==> src/rtl/polled_status_bus.sv <==
module polled_status_bus #(
  parameter int NQ = 8
) (
  input  logic          clk,
  input  logic          rst_n,
  input  logic          mode_polled,
  input  logic          is_master,
  input  logic          tok_in,
  input  logic [NQ-1:0] af_vec,
  output logic [NQ-1:0] stat_bus,
  output logic          bus_oe,
  output logic          tok_out,
  output logic          fsync
);

  logic          own_q;
  logic          started_q;
  logic [NQ-1:0] grp_q;

  always_ff @(posedge clk or negedge rst_n) begin
    if (!rst_n) begin
      own_q     <= 1'b0;
      started_q <= 1'b0;
      grp_q     <= '0;
    end else begin
      started_q <= 1'b1;
      own_q     <= mode_polled & (tok_in | (is_master & ~started_q));
      grp_q     <= af_vec;
    end
  end

  assign bus_oe   = mode_polled ? own_q : 1'b1;
  assign stat_bus = mode_polled ? (own_q ? grp_q : '0) : af_vec;
  assign tok_out  = mode_polled & own_q;
  assign fsync    = mode_polled & own_q;

  assert_capture_R1: assert property (@(posedge clk) disable iff (!rst_n)
    (mode_polled && tok_in) |=> (!mode_polled || (bus_oe && stat_bus == $past(af_vec))));

  assert_single_pulse_R2: assert property (@(posedge clk) disable iff (!rst_n)
    (started_q && !tok_in) |=> !tok_out);

  assert_sync_tracks_R3: assert property (@(posedge clk) disable iff (!rst_n)
    (mode_polled && tok_in) |=> (!mode_polled || fsync));

  assert_idle_quiet_R4: assert property (@(posedge clk) disable iff (!rst_n)
    (mode_polled && !bus_oe) |-> (stat_bus == '0 && !tok_out && !fsync));

  assert_direct_mode_R8: assert property (@(posedge clk) disable iff (!rst_n)
    !mode_polled |-> (bus_oe && stat_bus == af_vec && !tok_out && !fsync));

endmodule

==> config.mk <==
export PLATFORM = sky130hd
export DESIGN_NAME = polled_status_bus
export DESIGN_NICKNAME = d
export VERILOG_FILES = /design/src/rtl/polled_status_bus.sv
export SDC_FILE = /design/constraint.sdc
export NUM_CORES = 1
export LEC_CHECK = 0
export ABC_AREA = 1
export ABC_CLOCK_PERIOD_IN_PS = 1300
export BUFFER_PORTS_ARGS = -buffer_cell sky130_fd_sc_hd__buf_2
export CAP_MARGIN = 20
export CORE_AREA = 2 2 39 41
export DETAILED_ROUTE_END_ITERATION = 8
export DIE_AREA = 0 0 41 43
export GPL_ROUTABILITY_DRIVEN = 1
export PLACE_DENSITY_LB_ADDON = 0.1
export SLEW_MARGIN = 5
export SYNTH_ARGS = -nofsm -noshare
export SYNTH_HDL_FRONTEND = slang
export SYNTH_SLANG_ARGS = --single-unit
==> constraint.sdc <==
create_clock -name clk -period 1.3 [get_ports clk]
set_input_delay 0.065 -clock clk [delete_from_list [all_inputs] [get_ports clk]]
set_output_delay 0.065 -clock clk [all_outputs]
set_load 0.01 [all_outputs]
-- Word level (Yosys, flattened, before mapping)
Index checks and enable logic that the tools add are counted.
W data, S select, Z words.
- mux-type cells: 3
- bitwise operators: 5
- operator list (operator ; number):
    $mux W8 ; 2
    $and A1 B1 Y1 ; 3
    $mux W1 ; 1
    $not A1 Y1 ; 1
    $or A1 B1 Y1 ; 1
- register bits: 10
- input bits: 13
- output and inout bits: 11
- word-level logic and storage cells: 11

-- Longest topological paths before layout
- word-level depth: 4
- mapped depth: 4
- mapped depth without buffers: 4

-- Least setup slack after synthesis
Ideal clock, no wire load.
- path kind: reg2out
- from: register own_q
- to: output stat_bus[0]
- arrival: 0.654 ns
- required time: 1.235 ns
- setup slack: 0.581 ns
- cell stages (with the launch flop): 5
- path buffers: 0
- cells stage by stage: dfrtp_1 nand2_1 inv_2 nand2_1 nand2_1
- longest elaborated chain between the ends: 2
- RTL lines (item ; line ; source):
    from (decl) ; 16 ; logic own_q;
    from (signal assigned) ; 27 ; own_q <= mode_polled & (tok_in | (is_master & ~started_q));
    $mux W8 (2 in a row) ; 33 ; assign stat_bus = mode_polled ? (own_q ? grp_q : '0) : af_vec;
    to (decl) ; 10 ; output logic [NQ-1:0] stat_bus,
Every way passes these cells.

-- Worst setup path after layout
- from: register own_q
- to: output stat_bus[7]
Same word-level chain as after synthesis.

==> flow_summary.yaml <==
floorplanning:
  die_y_um: 43
  fp.coreArea_sq_mm: 0.00138
  rows: 14
  start_util_pct: 27.8
  fp.dieArea_sq_mm: 0.00176
  num_io_pins: 24
  die_w_um: 41
yosys:
  syn_avg_cell_area_sq_um: 8.76
  syn_nets: 57
  postSynthCellCount: 44
  yosysSeqAreaShare_pct: 64.9
  yosysWarnings: 0
  yosysUniqueCellTypes: 8
  ys_seq_elements: 10
  syn-cell-area_sq_um: 385
timing:
  grt_setup_unrepaired: "no"
  setup_tns_ns: 0
  finalClockSkew_ns: 0.00000902
  finalCritPeriodShare_pct: 83.5
  slew_violations: 0
  hold_violations: 0
  setup_viol: 0
  fmax_ghz: 0.921
  fin_crit_ns: 1.09
worst_setup_path:
  cp_max_fo: 10
  end_kind: "output pin"
  cp-start-kind: "register"
  arrival_ns: 1.02
  critPathKind: "reg2out"
  critPathRequiredTime_ns: 1.24
global_routing:
  grt_max_degree: 11
  grt_usage_pct: 10.3
  antenna_found_initial: 0
  grt_pass1_wl_mm: 1.20
  grt_pass1_vias: 338
  gr-total-overflow: 0
clocking:
  cts_setup_buffers: 0
  cts_sinks: 10
  h-tree-depth: 1
  ctsHoldBuffers: 9
  cts.path.max_buffers: 2
  cts_buffers: 3
  cts.clk_slew.worst_paths_ns: 0.05
  worstSkewPairLatency_ns: 0.25
  cts-resized-gates: 0
  cts_tree: "built"
  root_buffer: "clkbuf_4"
drt:
  dr_total_vias: 367
  wl_per_cell_um: 8.28
  finalWirelength_um: 778
  final_antenna_net_count: 0
  drt_iter0_markers: 0
  route.detailed.drc: 0
  vias_per_cell: 3.90
  drt_pre_antenna_iters: 1
place:
  place.gp.congestion: 0.606
  io_buffers: 23
  dp_hpwl_um: 570
  dp.cells: 82
hold_path:
  hp-class: "in2reg"
finish:
  fin_nets: 93
  mostFrequentLayoutCell: "nand2_1"
  drive_gt1_share_pct: 35.9
  fin_cells: 94
  syn_to_final_growth_pct: 62.3
  final_cell_mix: "nand2_1, buf_2, dfrtp_1"
  diodes: 0
flow_run:
  maxCapViolCount: 0
pwr:
  power.density_mw_per_mm2: 1010
  vdd_drop_max_v: 0.000816
  finalPower_uw: 634
  power.leakage_uw: 0.000366
run_status:
  status: "finished, final reports clean"
-- path summary, 6_finish.rpt --
kind | start | endpoint | slack [ns] | depth (start not counted)
worst min register to register | started_q$_DFF_PN0_ | own_q$_DFF_PN0_ | 0.48 | 3
max in group asynchronous | rst_n | grp_q[5]$_DFF_PN0_ | 0.91 | 2
worst min-delay path | tok_in | own_q$_DFF_PN0_ | 0.05 | 3
worst max-delay path | own_q$_DFF_PN0_ | stat_bus[7] | 0.21 | 5
worst max register to register | started_q$_DFF_PN0_ | own_q$_DFF_PN0_ | 0.68 | 3
min in group asynchronous | rst_n | grp_q[1]$_DFF_PN0_ | 0.20 | 2
-- stage by stage --
step	worst slack (ns)	hold slack, ns	area, sq um	utilization, %
finish	0.215	0.0454	626	45.2
global route	0.137	0.0460	626	45.2
CTS	0.203	0.0414	626	45.2
detailed placement	0.482	-0.0653	513	37.1
global placement	0.487	-0.0593	513	37.1
floorplan	0.581	-0.231	385	-
-- logic make-up after synthesis --
group / Yosys count / share of synthesized area (%)
DFF: 10 / 64.9
AOI/OAI and AO/OA: 1 / 1.30
other: 1 / 0.973
and+or+nand+nor: 27 / 26.9
buffers and inverters: 5 / 5.85
-- synthesized netlist by cell type, drive strengths merged --
cell / count / area share (%)
conb: 1 / 0.97
dfrtp: 10 / 65
nand2: 26 / 25
a21oi: 1 / 1.3
inv: 4 / 3.9
or2: 1 / 1.6
buf: 1 / 1.9
-- registers in the layout, indices dropped and copies added (netlist names) --
name / flops
grp_q: 8
own_q: 1
started_q: 1
-- where the power goes --
group | internal (uW) | switching, uW
Combinational | 56.1 | 54.9
Clock | 106 | 86.1
Sequential | 327 | 3.89
Total | 489 | 145
-- layer usage --
metal | up-vias | wire, um | GRT usage [%] | part of all wire (%)
met3 | 0 | 61 | 7.85 | 7.8
met2 | 15 | 401 | 16.9 | 52
li1 | 195 | - | - | -
met1 | 157 | 315 | 10.8 | 40
met5 | - | 0 | 0 | 0
met4 | 0 | 0 | 0 | 0
-- layout make-up --
cell class / instances / area (sq um)
Clock buffer: 3 / 22.5
Fill cell: 148 / 758
Inverter: 4 / 15.0
Multi-Input combinational cell: 29 / 113
Sequential cell: 10 / 250
Tap cell: 16 / 20.0
Timing Repair Buffer: 32 / 205
-- critical path, stage by stage (launching register included) --
cell and delay, ns:
dfrtp_1 0.33, nand2_1 0.06, inv_2 0.13, nand2_1 0.07
nand2_1 0.05, buf_2 0.12
Power figures use the tool's default switching activity.
